<file path="src/rtl/dsq_env_pkg.sv">
// Shared types for the envelope transmitter.
// Assumes: the burst code is 2 bits wide and bytes are 8 bits wide.
package dsq_env_pkg;

    localparam int DATA_BITS = 8;

    // Byte value sent as the modulated select burst
    localparam logic [DATA_BITS-1:0] BURST_BYTE_VAL = 8'hFF;

    typedef enum logic [2:0] {
        ST_IDLE,
        ST_LEAD,
        ST_MARK,
        ST_SPACE,
        ST_TRAIL,
        ST_TONE,
        ST_SETTLE
    } tx_state_e;

    typedef enum logic [1:0] {
        BURST_OFF  = 2'b00,
        BURST_TONE = 2'b01,
        BURST_BYTE = 2'b10,
        BURST_RSVD = 2'b11
    } burst_e;

endpackage

</file>
<file path="src/rtl/dsq_tick_gen.sv">
// Tick prescaler: while en is high, it emits a one-cycle tick every
// CLKS_PER_TICK clocks. The first tick comes CLKS_PER_TICK clocks after en rises.
// Assumes: en is low in idle, so every transmission starts from a zero count.
module dsq_tick_gen #(
    parameter int CLKS_PER_TICK = 50000
) (
    input  logic clk,
    input  logic rst_n,
    input  logic en,
    output logic tick
);
    localparam int PW = (CLKS_PER_TICK > 1) ? $clog2(CLKS_PER_TICK) : 1;
    localparam logic [PW-1:0] LAST = PW'(CLKS_PER_TICK - 1);

    logic [PW-1:0] cnt_q;

    assign tick = en && (cnt_q == LAST);

    // Count clocks within one tick; hold at zero while disabled
    always_ff @(posedge clk) begin
        if (!rst_n) begin
            cnt_q <= '0;
        end else if (!en || cnt_q == LAST) begin
            cnt_q <= '0;
        end else begin
            cnt_q <= cnt_q + 1'b1;
        end
    end
endmodule

</file>
<file path="src/rtl/dsq_seg_timer.sv">
// Segment timer: it is loaded with a length in ticks, and raises done
// combinationally on the tick that completes the segment.
// Assumes: load_ticks is at least 1. A load in the same cycle as done
// starts the next segment seamlessly.
module dsq_seg_timer #(
    parameter int TW = 6
) (
    input  logic          clk,
    input  logic          rst_n,
    input  logic          load,
    input  logic [TW-1:0] load_ticks,
    input  logic          tick,
    output logic          done
);
    logic [TW-1:0] left_q;

    assign done = tick && (left_q == TW'(1));

    // Track ticks remaining in the current segment
    always_ff @(posedge clk) begin
        if (!rst_n) begin
            left_q <= '0;
        end else if (load) begin
            left_q <= load_ticks;
        end else if (tick && left_q != '0) begin
            left_q <= left_q - 1'b1;
        end
    end
endmodule

</file>
<file path="src/rtl/dsq_byte_ser.sv">
// Byte serialiser: it presents the data bits MSB first and then an odd-parity
// bit. Parity starts at 1 and absorbs every data bit as it is shifted out.
// Assumes: shift is ignored once the parity bit is presented (last_o high).
module dsq_byte_ser
    import dsq_env_pkg::*;
(
    input  logic                 clk,
    input  logic                 rst_n,
    input  logic                 load,
    input  logic [DATA_BITS-1:0] din,
    input  logic                 shift,
    output logic                 bit_o,
    output logic                 last_o
);
    localparam int IW = $clog2(DATA_BITS + 1);

    logic [DATA_BITS-1:0] sh_q;
    logic                 par_q;
    logic [IW-1:0]        idx_q;

    assign last_o = (idx_q == IW'(DATA_BITS));
    assign bit_o  = last_o ? par_q : sh_q[DATA_BITS-1];

    // Hold the byte, its running parity and the bit position
    always_ff @(posedge clk) begin
        if (!rst_n) begin
            sh_q  <= '0;
            par_q <= 1'b1;
            idx_q <= '0;
        end else if (load) begin
            sh_q  <= din;
            par_q <= 1'b1;
            idx_q <= '0;
        end else if (shift && !last_o) begin
            par_q <= par_q ^ sh_q[DATA_BITS-1];
            sh_q  <= sh_q << 1;
            idx_q <= idx_q + 1'b1;
        end
    end
endmodule

</file>
<file path="src/rtl/dsq_env_tx.sv">
// Envelope transmitter top. It sequences the lead guard, the coded bits of
// each byte, the trailing guard and the optional burst with its settle time.
// Assumes: msg_data is valid in the start cycle only. All durations are in
// ticks of CLKS_PER_TICK clocks.
module dsq_env_tx
    import dsq_env_pkg::*;
#(
    parameter int CLKS_PER_TICK = 50000,
    parameter int MAX_BYTES     = 6,
    parameter int SHORT_TICKS   = 1,
    parameter int LONG_TICKS    = 2,
    parameter int GUARD_TICKS   = 32,
    parameter int TONE_TICKS    = 25,
    parameter int SETTLE_TICKS  = 40,
    localparam int LEN_W        = $clog2(MAX_BYTES + 1)
) (
    input  logic                      clk,
    input  logic                      rst_n,
    input  logic                      start,
    input  logic [LEN_W-1:0]          msg_len,
    input  logic [8*MAX_BYTES-1:0]    msg_data,
    input  logic [1:0]                burst_sel,
    input  logic                      tone_en,
    output logic                      env_out,
    output logic                      busy
);
    localparam int MAX_A = (GUARD_TICKS > TONE_TICKS) ? GUARD_TICKS : TONE_TICKS;
    localparam int MAX_B = (SETTLE_TICKS > LONG_TICKS) ? SETTLE_TICKS : LONG_TICKS;
    localparam int MAXT  = (MAX_A > MAX_B) ? MAX_A : MAX_B;
    localparam int TW    = $clog2(MAXT + 1);

    localparam logic [TW-1:0] T_SHORT  = TW'(SHORT_TICKS);
    localparam logic [TW-1:0] T_LONG   = TW'(LONG_TICKS);
    localparam logic [TW-1:0] T_GUARD  = TW'(GUARD_TICKS);
    localparam logic [TW-1:0] T_TONE   = TW'(TONE_TICKS);
    localparam logic [TW-1:0] T_SETTLE = TW'(SETTLE_TICKS);
    localparam logic [LEN_W-1:0] LEN_MAX = LEN_W'(MAX_BYTES);

    tx_state_e             st_q, st_n;
    logic [8*MAX_BYTES-1:0] msg_q;
    logic [LEN_W-1:0]      len_q, ptr_q, ptr_n;
    burst_e                burst_q;
    logic                  bit_q, bit_n, last_q, last_n, more_q, more_n;
    logic                  inb_q, inb_n, env_q, env_n;

    logic                  tick_w, seg_done;
    logic                  tm_load;
    logic [TW-1:0]         tm_val;
    logic                  ser_load, ser_shift, ser_bit, ser_last;
    logic [DATA_BITS-1:0]  ser_din, nxt_byte;
    logic                  nxt_ok, go_mark, go_trail, go_end;

    assign busy    = (st_q != ST_IDLE);
    assign env_out = env_q;

    dsq_tick_gen #(.CLKS_PER_TICK(CLKS_PER_TICK)) u_tick (
        .clk(clk), .rst_n(rst_n), .en(busy), .tick(tick_w)
    );

    dsq_seg_timer #(.TW(TW)) u_timer (
        .clk(clk), .rst_n(rst_n), .load(tm_load), .load_ticks(tm_val),
        .tick(tick_w), .done(seg_done)
    );

    dsq_byte_ser u_ser (
        .clk(clk), .rst_n(rst_n), .load(ser_load), .din(ser_din),
        .shift(ser_shift), .bit_o(ser_bit), .last_o(ser_last)
    );

    // Pick the byte after the current one and flag whether one remains
    always_comb begin
        nxt_byte = '0;
        for (int i = 0; i < MAX_BYTES; i++) begin
            if (i == int'(ptr_q) + 1) nxt_byte = msg_q[8*i +: 8];
        end
        nxt_ok = ({1'b0, ptr_q} + 1'b1) < {1'b0, len_q};
    end

    // Next-state, segment loading and serialiser control
    always_comb begin
        st_n      = st_q;
        env_n     = env_q;
        bit_n     = bit_q;
        last_n    = last_q;
        more_n    = more_q;
        inb_n     = inb_q;
        ptr_n     = ptr_q;
        tm_load   = 1'b0;
        tm_val    = T_GUARD;
        ser_load  = 1'b0;
        ser_shift = 1'b0;
        ser_din   = msg_data[7:0];
        go_mark   = 1'b0;
        go_trail  = 1'b0;
        go_end    = 1'b0;
        unique case (st_q)
            ST_IDLE: begin
                env_n = tone_en;
                if (start) begin
                    st_n     = ST_LEAD;
                    tm_load  = 1'b1;
                    tm_val   = T_GUARD;
                    ser_load = 1'b1;
                    env_n    = 1'b0;
                    inb_n    = 1'b0;
                    ptr_n    = '0;
                end
            end
            ST_LEAD: begin
                if (seg_done) begin
                    if (len_q != '0) go_mark = 1'b1;
                    else             go_trail = 1'b1;
                end
            end
            ST_MARK: begin
                if (seg_done) begin
                    st_n    = ST_SPACE;
                    tm_load = 1'b1;
                    tm_val  = bit_q ? T_LONG : T_SHORT;
                    env_n   = 1'b0;
                end
            end
            ST_SPACE: begin
                if (seg_done) begin
                    if (!last_q || more_q) begin
                        go_mark = 1'b1;
                    end else if (inb_q) begin
                        st_n    = ST_SETTLE;
                        tm_load = 1'b1;
                        tm_val  = T_SETTLE;
                        env_n   = 1'b0;
                    end else begin
                        go_trail = 1'b1;
                    end
                end
            end
            ST_TRAIL: begin
                if (seg_done) begin
                    case (burst_q)
                        BURST_TONE: begin
                            st_n    = ST_TONE;
                            tm_load = 1'b1;
                            tm_val  = T_TONE;
                            env_n   = 1'b1;
                        end
                        BURST_BYTE: begin
                            inb_n   = 1'b1;
                            go_mark = 1'b1;
                        end
                        default: go_end = 1'b1;
                    endcase
                end
            end
            ST_TONE: begin
                if (seg_done) begin
                    st_n    = ST_SETTLE;
                    tm_load = 1'b1;
                    tm_val  = T_SETTLE;
                    env_n   = 1'b0;
                end
            end
            ST_SETTLE: begin
                if (seg_done) go_end = 1'b1;
            end
            default: st_n = ST_IDLE;
        endcase

        if (go_mark) begin
            st_n    = ST_MARK;
            tm_load = 1'b1;
            tm_val  = ser_bit ? T_SHORT : T_LONG;
            env_n   = 1'b1;
            bit_n   = ser_bit;
            last_n  = ser_last;
            more_n  = 1'b0;
            if (ser_last) begin
                if (!inb_n && nxt_ok) begin
                    ser_load = 1'b1;
                    ser_din  = nxt_byte;
                    ptr_n    = ptr_q + 1'b1;
                    more_n   = 1'b1;
                end
            end else begin
                ser_shift = 1'b1;
            end
        end
        if (go_trail) begin
            st_n    = ST_TRAIL;
            tm_load = 1'b1;
            tm_val  = T_GUARD;
            env_n   = 1'b0;
            if (burst_q == BURST_BYTE) begin
                ser_load = 1'b1;
                ser_din  = BURST_BYTE_VAL;
            end
        end
        if (go_end) begin
            st_n  = ST_IDLE;
            env_n = tone_en;
        end
    end

    // Sequencer state, output register and request capture
    always_ff @(posedge clk) begin
        if (!rst_n) begin
            st_q    <= ST_IDLE;
            env_q   <= 1'b0;
            bit_q   <= 1'b0;
            last_q  <= 1'b0;
            more_q  <= 1'b0;
            inb_q   <= 1'b0;
            ptr_q   <= '0;
            len_q   <= '0;
            msg_q   <= '0;
            burst_q <= BURST_OFF;
        end else begin
            st_q   <= st_n;
            env_q  <= env_n;
            bit_q  <= bit_n;
            last_q <= last_n;
            more_q <= more_n;
            inb_q  <= inb_n;
            ptr_q  <= ptr_n;
            if (st_q == ST_IDLE && start) begin
                msg_q   <= msg_data;
                len_q   <= (msg_len > LEN_MAX) ? LEN_MAX : msg_len;
                burst_q <= burst_e'(burst_sel);
            end
        end
    end
endmodule

</file>
<file path="config.mk">
export PLATFORM = sky130hd
export DESIGN_NAME = dsq_env_tx
export DESIGN_NICKNAME = d
export VERILOG_FILES = /design/src/rtl/dsq_env_pkg.sv /design/src/rtl/dsq_tick_gen.sv /design/src/rtl/dsq_seg_timer.sv /design/src/rtl/dsq_byte_ser.sv /design/src/rtl/dsq_env_tx.sv
export SDC_FILE = /design/constraint.sdc
export NUM_CORES = 1
export LEC_CHECK = 0
export ABC_CLOCK_PERIOD_IN_PS = 4200
export BUFFER_PORTS_ARGS = -buffer_cell sky130_fd_sc_hd__clkbuf_2
export CELL_PAD_IN_SITES_DETAIL_PLACEMENT = 0
export CELL_PAD_IN_SITES_GLOBAL_PLACEMENT = 2
export CORE_AREA = 2 2 99 149
export CTS_BUF_LIST = sky130_fd_sc_hd__clkbuf_2 sky130_fd_sc_hd__clkbuf_4 sky130_fd_sc_hd__clkbuf_8
export DETAILED_ROUTE_END_ITERATION = 10
export DIE_AREA = 0 0 101 151
export GPL_TIMING_DRIVEN = 0
export PLACE_DENSITY_LB_ADDON = 0.25
export SLEW_MARGIN = 15
export SYNTH_ARGS = -nofsm -noshare
export SYNTH_HDL_FRONTEND = slang
export SYNTH_SLANG_ARGS = --single-unit
</file>
<file path="constraint.sdc">
create_clock -name clk -period 4.2 [get_ports clk]
set_input_delay 0.84 -clock clk [delete_from_list [all_inputs] [get_ports clk]]
set_output_delay 0.84 -clock clk [all_outputs]
set_load 0.005 [all_outputs]
</file>
==> run summary, run 1 <==
The run finished with clean final reports. The quantity of hold-fixing buffers added after cts is 0. The synthesized-area fraction occupied by adder cells came out at 3.604%. In this run the core area contains 53 standard-cell rows. Summing the sequential cell areas from Yosys gives 38.06% of the chip area. The count of cells resized by post-cts repair came out at 0. The fraction of the mapped netlist area in compound gates is 21.91%.

Setup repair after global routing left no endpoint under its margin. The fill cell total of the finished layout came out at 1497. The number of hold violations in the final report is 0. The startpoint identified for the worst register-to-register timing path is ptr_q[0].

The final instance count without filler cells is 901. The final weighted congestion of routability-driven global placement is 0.9160. Ranked by total cell area, the synthesized netlist is headed by dfxtp_1, nand2_1, a21oi_1. The kind of critical path is reg -> reg. The number of levels in the clock H-tree is 3. The via count of the first global-routing pass came to 4926.

The max-slew violation count came out at 0. The post-synthesis cell count is 662. The hold-critical path depth came out at 1. The synthesis-to-finish area growth is 13.46%. In the routed design, unresolved DRC markers number 0. At the worst endpoint, the required time is 4.44 ns.

Dividing the detail-routed wire length by the instance count gives 17.03 um. The floorplan die height is 151 um. The critical path arrival is 3.11 ns. VDD sags by at most 179.0 uV. The layer flagged by global routing as most heavily used is met2. The first-pass GRT wire length is 24830 um. The setup slack on the worst flop-to-flop path came out at 1.33 ns. The synthesized netlist occupies a cell area of 5207 sq um. Among all stages on the critical path, the largest delay is contributed by dfxtp_1. The first-pass detailed-route iteration total is 5. The average cell area after synthesis is 7.866 sq um. The distinct cell type count after synthesis came out at 67. The number of synthesized register bits is 99. The remaining global-route overflow is 0.

The synthesized design devotes to its leading area cell type 38.06% of total area. The horizontal extent of the die came out at 101 um. The number of setup violations in the final report is 0.

Of the cells placed in the final design, the portion with a size suffix greater than 1 is 13.59%. The number of antenna violations at the first check in global routing is 0. The final clock period utilization by the worst path is 68.33%. The total number of nets in the final design is 803. The number of buffers created by CTS came out at 9. Summed over all instances, the cell type with the most area after synthesis is dfxtp_1. The maximum clock insertion buffer count is 2. The xor/xnor share of the synthesized area came out at 2.859%. The initial utilization of the core area, before any placement, comes to 37.39%. TritonCTS built the clock tree. The worst setup path is launched from a flop. The post-synthesis net count came out at 734. Detailed placement ended at an HPWL of 12020 um.

The most frequent standard cell in the layout excluding fill and tap cells is nand2_1. The areal power density over the cells is 325.0 nW/um^2. The floorplan step defined a core boundary enclosing 13930 sq um. The clock network latency to the later pin of the worst-skew pair is 0.37 ns.

For this run, global-route usage on met1 was measured as 22.02%. The post-route cell area came out at 5908 sq um. The total number of vias is 4927. The met3 usage in global routing came out at 2.861%. Yosys printed 0 warnings.

The routed design has 15340 um of wire. In the synthesized netlist the dominant register cell turns out to be dfxtp_1. The worst register-to-register path ends at u_ser.sh_q[6].

The ratio of routed vias to standard cells is 5.468. Timing would allow up to 348.4 MHz. The clock tree root driver cell is clkbuf_8. The combined global-route utilization of all metal layers is 20.92%. The sum of negative setup slack is 0 ns. The min-delay analysis places its worst path in the category reg -> reg.

The routing usage on met2 is 39.80%. The number of post-CTS setup repair buffers is 0. The critical path goes through ha_1 > clkbuf_1 > xor2_1 > ha_1 > nor4_1 > nand3_2 > nand2b_1 > buf_2 > a221oi_1 > a211oi_1. At the pin with the least slew margin, the transition time is 0.8377 ns. The clock-pin transition on the worst setup and hold timing paths is 0.10 ns. The delay of the slowest critical-path stage is 0.53 ns. The synthesized netlist devotes 26.62% of its cell area to simple gates. Measured against the total synthesized area, the mux share comes to 1.922%.

The peak fanout along the critical path came out at 10. The proportion of register bits with asynchronous set or reset after synthesis came out at 0%. The number of buffer cells added on primary ports is 58. The first routing iteration left 228 violations.

The cell depth of the worst flop-to-flop path is 10. The final worst clock skew came out at 0.01796 ns. The post-place instance area is 5704 sq um.

The number of max-cap violations is 0. The worst setup path is captured at a flop. The launch point of the worst hold path is u_tick.cnt_q[0].

The cell seen most often among critical-path stages is ha_1. The count of nets left with antenna violations once routing finished came out at 0. By area, the combinational part of the netlist is dominated by simple AND/OR/NAND/NOR gates. The die area came out at 15250 sq um. The number of enable flip-flop cells after synthesis is 0. The post-layout minimum cycle time is 2.870 ns. The total clock sinks is 99. The tightest slew margin relative to the limit came out at 42.71%. The number of top-level design ports is 59. The number of instances in the placed design is 885. The repair_antennas step left the layout with diodes totalling 0.

The library cells used most frequently in the layout, excluding fill and tap cells, are nand2_1, dfxtp_1, a21oi_1, clkbuf_2, nor2_1. The pin count of the biggest net entering global routing came out at 18. The path with the worst hold slack has its endpoint at u_tick.cnt_q[0]. The leakage power total came out at 0.002301 uW.
## sequential cells by signal, indices dropped and copies added, names as in the netlist
| name | flops |
|---|---|
| ptr_q | 3 |
| msg_q | 48 |
| u_tick.cnt_q | 16 |
| st_q | 3 |
| u_ser.sh_q | 8 |
| u_ser.idx_q | 4 |
| u_timer.left_q | 6 |
| burst_q | 2 |
| inb_q | 1 |
| len_q | 3 |
| last_q | 1 |
| bit_q | 1 |
| u_ser.par_q | 1 |
| more_q | 1 |
| env_out | 1 |
## routing by layer
metal	share of wire, %	routed length (um)
met4	4.6	709
met5	0	0
met2	54	8297
met1	38	5837
met3	3.2	495
## Yosys cell counts, types with 3 or more instances
master	count
nand2_1	133
dfxtp_1	99
a21oi_1	79
nor2_1	43
clkbuf_1	28
inv_1	22
nand3_1	19
o21ai_0	16
ha_1	15
mux2i_1	10
and3_1	9
nor3_1	9
xor2_1	9
a2111oi_0	8
o21a_1	8
o32ai_1	8
xnor2_1	8
a21oi_2	7
a22o_1	7
and3b_1	7
buf_1	7
and2_1	6
nand2b_1	6
nand3b_1	6
nor4_1	6
o41ai_1	6
a31oi_1	5
and4_1	5
buf_2	5
nand4_1	5
o221a_1	4
or3_1	4
a211oi_1	3
nor2b_1	3
o21ai_1	3
## worst max-delay path: cells and delay by family (launching register included)
kind	cells	cell delay, ns
simple gates	3	0.68
flops	1	0.53
compound gates	2	0.52
buf+inv	2	0.50
fa+ha+maj	2	0.39
xor+xnor	1	0.11
## layout make-up
| cell class | count | area [sq um] | share of cell area [%] |
|---|---|---|---|
| multi-input cells | 497 | 2964 | 50.17 |
| flip-flops and latches | 99 | 1982 | 33.55 |
| repair buffers | 58 | 290.3 | 4.913 |
| well taps | 165 | 206.4 | 3.494 |
| plain buffers | 42 | 171.4 | 2.901 |
| clock buffers | 10 | 131.4 | 2.224 |
| inverters | 24 | 90.09 | 1.525 |
| clock inverters | 6 | 72.57 | 1.228 |
## cells by family (layout without fill, tap and decap cells)
group | after synthesis | count (layout)
compound gates | 174 | 174
xor+xnor | 17 | 17
fa+ha+maj | 15 | 15
buf+inv | 66 | 140
flops | 99 | 99
mux | 10 | 10
simple gates | 281 | 281
## power breakdown
| group | internal, uW | switching [uW] | leakage [uW] | total, uW |
|---|---|---|---|---|
| registers | 984 | 32.1 | 0.000809 | 1020 |
| clock network | 289 | 355 | 0.0000945 | 644 |
| logic | 101 | 159 | 0.00140 | 260 |
| total | 1370 | 546 | 0.00230 | 1920 |
## how the worst max path moves through the flow
stage                    startpoint             to  slack [ns]  depth (start not counted)
CTS                 u_tick.cnt_q[7]  u_ser.sh_q[6]        1.33                          7
finish                     ptr_q[0]  u_ser.sh_q[6]        1.33                         10
global placement              start      msg_q[44]        1.27                          7
global route               ptr_q[0]  u_ser.sh_q[6]        1.11                         10
detailed placement            start      msg_q[26]        1.27                          7
floorplan                  ptr_q[0]  u_ser.sh_q[0]        1.88                         10
## through the flow
step           worst slack, ns  utilization [%]  power [uW]  hold slack, ns
3_3_place_gp             1.267            40.96        1296          0.4259
4_1_cts                  1.333            42.43        1945          0.4532
6_report                 1.330            42.43        1920          0.4523
3_5_place_dp             1.266            40.96        1300          0.4346
2_1_floorplan            1.876                -        1199          0.4132
5_1_grt                  1.109            42.43        2027          0.4779
Power figures use the tool's default switching activity.
==> run 2: changes to the inputs <==
--- a/config.mk
+++ b/config.mk
@@ -5,14 +5,14 @@
 export SDC_FILE = /design/constraint.sdc
 export NUM_CORES = 1
 export LEC_CHECK = 0
-export ABC_CLOCK_PERIOD_IN_PS = 4200
+export ABC_CLOCK_PERIOD_IN_PS = 2400
 export BUFFER_PORTS_ARGS = -buffer_cell sky130_fd_sc_hd__clkbuf_2
 export CELL_PAD_IN_SITES_DETAIL_PLACEMENT = 0
 export CELL_PAD_IN_SITES_GLOBAL_PLACEMENT = 2
-export CORE_AREA = 2 2 99 149
+export CORE_AREA = 2 2 108 162
 export CTS_BUF_LIST = sky130_fd_sc_hd__clkbuf_2 sky130_fd_sc_hd__clkbuf_4 sky130_fd_sc_hd__clkbuf_8
 export DETAILED_ROUTE_END_ITERATION = 10
-export DIE_AREA = 0 0 101 151
+export DIE_AREA = 0 0 110 164
 export GPL_TIMING_DRIVEN = 0
 export PLACE_DENSITY_LB_ADDON = 0.25
 export SLEW_MARGIN = 15
==> constraint.sdc (replaced) <==
create_clock -name clk -period 2.4 [get_ports clk]
set_input_delay 0.48 -clock clk [delete_from_list [all_inputs] [get_ports clk]]
set_output_delay 0.48 -clock clk [all_outputs]
set_load 0.005 [all_outputs]
==> run summary, run 2 (synthesis results as in run 1) <==
For this run, the post-layout net count is 811. Final hold analysis gives a worst-case slack of 0.3027 ns. The number of top-level design ports is 59.

The worst-margin pin slew is 0.6786 ns. The startpoint identified for the worst register-to-register timing path is ptr_q[0]. The total number of vias is 4924. The post-place instance area is 5761 sq um. Subtracting the final worst setup slack from the clock period gives 2.392 ns. The final clock period utilization by the worst path is 99.65%. The number of antenna violations at the first check in global routing was 0.

Measured against its own limit, the worst slew margin works out to 53.46%. Setup repair after global routing could not meet its margin everywhere. The maximum operating frequency is 418.1 MHz.

Adding up every negative setup slack in the final design gives 0 ns. The residual DRC count came out at 0. The cell sitting at the root of the clock tree is a clkbuf_8. The horizontal extent of the die is 110 um. The clock network latency to the later pin of the worst-skew pair came out at 0.39 ns.

The floorplan has 58 rows. In this run the worst path has a maximum fanout of 10. Before antenna repair, the detailed router went through 4 iterations. Entering global routing, the biggest net connects 17 pins.

The clock tree from TritonCTS is done. In this run, CTS created clock tree buffers numbering 9. The critical path starts at ptr_q[0]. Once detail routing completed, the nets flagged for antenna violations numbered 0. Leaving out fill and tap cells, the most frequent cell in the layout is nand2_1.

The largest registers in the layout are msg_q: 48 flops, u_tick.cnt_q: 16 flops, u_ser.sh_q: 8 flops. The worst-case IR drop observed on VDD is 309.8 uV. The run finished with clean final reports. Once layout is done, the placed cells without fillers occupy 6296 sq um. The largest register by flop count is msg_q. Summed over all layers, the global routing overflow is 0. The final weighted congestion of routability-driven global placement is 0.8703. The combined global-route utilization of all metal layers came out at 18.47%. The total clock sinks came out at 99.

In this run, post-CTS hold repair placed 0 buffers. The startpoint identified for the worst hold timing path is msg_data[29]. The kind of critical path is reg -> reg. The count of antenna diodes in the layout came out at 0. The die area is 18040 sq um. The final worst clock skew came out at 0.01154 ns. The maximum clock insertion buffer count is 2. The number of hold violations in the final report is 0. The clock-pin transition on the worst setup and hold timing paths is 0.10 ns.

The data required time of the critical path is 2.67 ns. The via count of the first global-routing pass is 4966. Summed over all cells, the static leakage comes to 0.002469 uW.

In the layout the commonest cells are nand2_1, dfxtp_1, a21oi_1, clkbuf_2, nor2_1. The max-slew violation count came to 0. STA classifies the critical path startpoint as a flop. The path category of the worst min-delay check is in -> reg.

The ratio of routed vias to standard cells is 5.161. In this run, the number of DRC markers left after iteration 0 of detailed routing was 219. The wire length after detailed routing is 16120 um.

The core region is 16620 sq um. The areal power density over the cells is 573.4 nW/um^2. The average routed wire per standard cell is 16.90 um. STA classifies the critical path endpoint as a flop. The critical path arrival is 2.66 ns. The initial core utilization came out at 31.34%. The detailed-placement wirelength estimate is 12430 um. Compared with the post-synthesis result, the final layout area differs by 20.90%. The share of cells above drive strength 1 is 19.76%. The first-pass GRT wire length came out at 25300 um. During placement, the flow inserted port buffers numbering 58. The number of levels in the clock H-tree came out at 3. The number of setup violations in the final report came out at 0.

The flip-flop count of the largest register after layout is 48. The floorplan die height came out at 164 um. Across the run, the number of max-cap violations was 0.
==> run 2: worst paths after layout <==
path / slack (ns) / end / depth (start not counted)
setup / recovery: 0.008 / u_ser.sh_q[6] / 8
setup reg to reg: 0.008 / u_ser.sh_q[6] / 8
hold / removal: 0.30 / msg_q[29] / 3
hold reg to reg: 0.46 / u_tick.cnt_q[0] / 1
==> run 2: through the flow <==
step	cells	power [uW]	util [%]	setup slack, ns
2_1_floorplan	662	2099	-	0.07591
3_3_place_gp	930	2276	34.66	-0.4944
3_5_place_dp	930	2281	34.66	-0.4678
4_1_cts	953	3636	37.23	0.007472
5_1_grt	954	3768	37.89	-0.1019
6_report	954	3610	37.89	0.008443
==> run 2: cell type report <==
class	instances	area (sq um)
plain buffers	38	185.2
clock buffers	10	131.4
clock inverters	6	113.9
fillers	1808	10320
inverters	24	90.09
multi-input cells	497	3141
flip-flops and latches	99	1992
well taps	210	262.8
repair buffers	70	380.4
==> run 2: report_power, final <==
| group | switching [uW] | internal [uW] | total, uW |
|---|---|---|---|
| sequential | 60.6 | 1720 | 1780 |
| combinational | 296 | 198 | 494 |
| clock | 629 | 706 | 1330 |
==> run 2: repair_timing <==
action | 4_1_cts | 5_1_grt
pin swaps | 5 | 1
setup endpoints to repair | 85 | 65
buffers inserted | 10 | 2
gates resized for setup | 33 | 30
==> run 2: critical path, cell delays in order, from the launching register on <==
cell      delay, ns
dfxtp_4        0.40
buf_4          0.12
ha_1           0.34
clkbuf_1       0.39
a21oi_1        0.10
a211oi_1       0.29
o22ai_1        0.18
a221oi_4       0.37
a211oi_1       0.08
==> run 2: layer usage <==
metal  vias to the layer above  global-route usage [%]  part of all wire [%]
li1                       2497                       -                     -
met1                      2310                   19.30                    39
met2                        80                   35.33                    55
met3                        37                   2.857                   2.7
met4                         0                   7.940                   3.0
met5                         -                       0                     0
==> run 3: changes to the inputs <==
--- a/config.mk
+++ b/config.mk
@@ -6,13 +6,13 @@
 export NUM_CORES = 1
 export LEC_CHECK = 0
 export ABC_CLOCK_PERIOD_IN_PS = 2400
-export BUFFER_PORTS_ARGS = -buffer_cell sky130_fd_sc_hd__clkbuf_2
 export CELL_PAD_IN_SITES_DETAIL_PLACEMENT = 0
 export CELL_PAD_IN_SITES_GLOBAL_PLACEMENT = 2
-export CORE_AREA = 2 2 108 162
+export CORE_AREA = 2 2 103 155
 export CTS_BUF_LIST = sky130_fd_sc_hd__clkbuf_2 sky130_fd_sc_hd__clkbuf_4 sky130_fd_sc_hd__clkbuf_8
 export DETAILED_ROUTE_END_ITERATION = 10
-export DIE_AREA = 0 0 110 164
+export DIE_AREA = 0 0 105 157
+export DONT_BUFFER_PORTS = 1
 export GPL_TIMING_DRIVEN = 0
 export PLACE_DENSITY_LB_ADDON = 0.25
 export SLEW_MARGIN = 15
==> run summary, run 3 (synthesis results as in run 1) <==
The detailed-placement wirelength estimate came out at 12160 um. The kind of critical path is reg -> reg. The data required time of the critical path is 2.68 ns.

Clock-pin slew was measured on the worst setup and hold paths at 0.11 ns. The worst-margin pin slew is 0.7090 ns. In the finished design, the share of the clock period the worst path needs comes to 101.0%. The synthesis-to-finish area growth is 14.42%. The worst register-to-register path has a setup slack of -0.02 ns.

The clock drives 99 sinks. 59 I/O pins were placed. The flip-flop count of the largest register after layout came out at 48. The category of cells accounting for the largest share of critical-path delay is compound AO/OA/AOI/OAI gates.

The critical path arrival is 2.70 ns. The worst setup path is launched from a flop. The wire length on met3 is 565 um.

Following the worst setup path forward leads to its endpoint at u_ser.sh_q[7]. Based on the critical path, the design can be clocked at up to 412.7 MHz. The number of buffers created by CTS came out at 9.

For this run, the share of the core covered by cells in the final layout is 39.72%. The smallest setup slack after layout is -0.02323 ns. The library cell used most frequently in the layout, excluding fill and tap cells, is nand2_1. The number of antenna diodes in the final layout is 0. For this run, design rule violations remaining after detail routing come to 0. The clock passes through at most 2 buffers. The wire length after detailed routing came out at 15870 um. The quantity of hold-fixing buffers added after cts is 0. The peak fanout along the critical path came out at 10. Setup repair after global routing could not meet its margin everywhere. The worst setup path is captured at a flop. The initial core utilization came out at 34.71%. The final weighted congestion of routability-driven global placement came out at 0.8895. The largest single stage delay on the critical path is 0.72 ns.

The path class of the tightest hold or removal check is in -> reg. The via count of the first global-routing pass came out at 4763. The flow ran to the end, but the final reports show violations. The leakage power total came out at 0.002236 uW. The final worst hold slack came out at 0.2183 ns.

Of the cells placed in the final design, the portion with a size suffix greater than 1 is 13.12%. The routed layout has 4768 vias. In this run the core area contains 55 standard-cell rows. The checks that failed: negative setup slack. The initial DRC count came out at 213. The sum of negative setup slack came out at -0.02549 ns. Between clock sinks in the finished design, the worst skew comes to 0.01343 ns.

The die area came out at 16490 sq um. The number of antenna violations at the first check in global routing came out at 0. The final instance count without filler cells came out at 885.

The number of buffer and inverter stages on the critical path is 2. The max-slew violation count came out at 0. The remaining global-route overflow is 0. The end of the worst register-to-register path is u_ser.sh_q[7]. The tightest slew margin relative to the limit came out at 52.61%. The total number of nets in the final design came out at 753. In the layout the commonest cells are nand2_1, dfxtp_1, a21oi_1, nor2_1, inv_1. The pin count of the biggest net entering global routing is 19. The first-pass detailed-route iteration total is 4. For the worst flop-to-flop path, the logic depth is 8.

The post-route met1 wirelength came out at 6081 um. The first-pass GRT wire length is 24900 um. Input and output buffers added on the ports amount to 0. The first element of the critical path is ptr_q[0].

TritonCTS built the clock tree. The largest registers in the layout are msg_q: 48 flops, u_tick.cnt_q: 16 flops, u_ser.sh_q: 8 flops. The post-route antenna net violation count is 0. The worst ir drop on vdd is 334.6 uV. The uppermost metal layer occupied by signal nets is met4.

The tool flagged a number of max-cap violations equal to 0. Summed over all nets, wire length on met2 after detailed routing comes to 8585 um. The core outline area is 15000 sq um. The horizontal extent of the die came out at 105 um. The critical path runs through a total of 8 cells.

The signal on the critical path passes through inv_1 > ha_1 > clkbuf_1 > a2111oi_1 > o32ai_1 > o21a_1 > mux2i_1 > a21oi_2. The clock network latency to the later pin of the worst-skew pair came out at 0.38 ns. The post-layout minimum cycle time came out at 2.423 ns.

The number of levels in the clock H-tree is 3. Counting flops per register, the top entry is msg_q. Setup violations remaining at the end of the flow were counted as 2. The floorplan die height is 157 um. The number of instances in the placed design came out at 861. The combined global-route utilization of all metal layers came out at 19.41%. The worst register-to-register path begins at ptr_q[0].

The largest individual stage delay along the critical path comes from the cell a2111oi_1. The clock tree root driver cell is clkbuf_8. The ratio of routed vias to standard cells is 5.388. The average routed wire per standard cell came out at 17.94 um. The areal power density over the cells came out at 552.1 nW/um^2. The number of hold violations in the final report came to 0.
==> run 3: area by class of cell <==
cell class                      count  area (sq um)
Clock buffer                        9         123.9
Multi-Input combinational cell    497          3162
Inverter                           24         90.09
Tap cell                          199         249.0
Timing Repair Buffer               12         95.09
Sequential cell                    99          1991
Buffer                             38         188.9
Fill cell                        1632          9044
Clock inverter                      7         58.81
==> run 3: worst min-delay path by stage <==
stage / from / endpoint / slack [ns] / depth (start not counted)
detailed placement: u_tick.cnt_q[0] / u_tick.cnt_q[0] / 0.44 / 1
floorplan: u_tick.cnt_q[0] / u_tick.cnt_q[0] / 0.41 / 1
CTS: msg_data[24] / msg_q[24] / 0.20 / 2
global route: msg_data[23] / msg_q[23] / 0.20 / 2
finish: msg_data[23] / msg_q[23] / 0.22 / 2
global placement: u_tick.cnt_q[0] / u_tick.cnt_q[0] / 0.43 / 1
==> run 3: through the flow <==
stage / instance area [sq um] / total power, uW / setup slack [ns]
after global placement: 5456 / 2222 / -0.4695
after detailed placement: 5456 / 2227 / -0.5027
after global routing: 5958 / 3454 / -0.04831
after floorplan: 5207 / 2099 / 0.07591
final: 5958 / 3290 / -0.02323
after CTS: 5832 / 3317 / -0.05534
==> run 3: per-layer routing <==
| metal | vias to the layer above | track usage, % |
|---|---|---|
| met5 | - | 0 |
| met4 | 0 | 11.05 |
| met3 | 36 | 3.106 |
| met2 | 103 | 36.67 |
| met1 | 2240 | 20.16 |
| li1 | 2389 | - |
==> run 3: repair_timing <==
item                       in CTS  in global routing
gates cloned                    0                  0
buffers inserted               10                  2
pin swaps                       4                  2
hold endpoints to repair        0                  0
gates resized for setup        33                 35
setup endpoints to repair      77                 64
==> run 3: power by group <==
group          internal (uW)  leakage, uW  switching (uW)
logic                    168      0.00133             280
clock network            396    0.0000925             664
registers               1720     0.000811            60.0
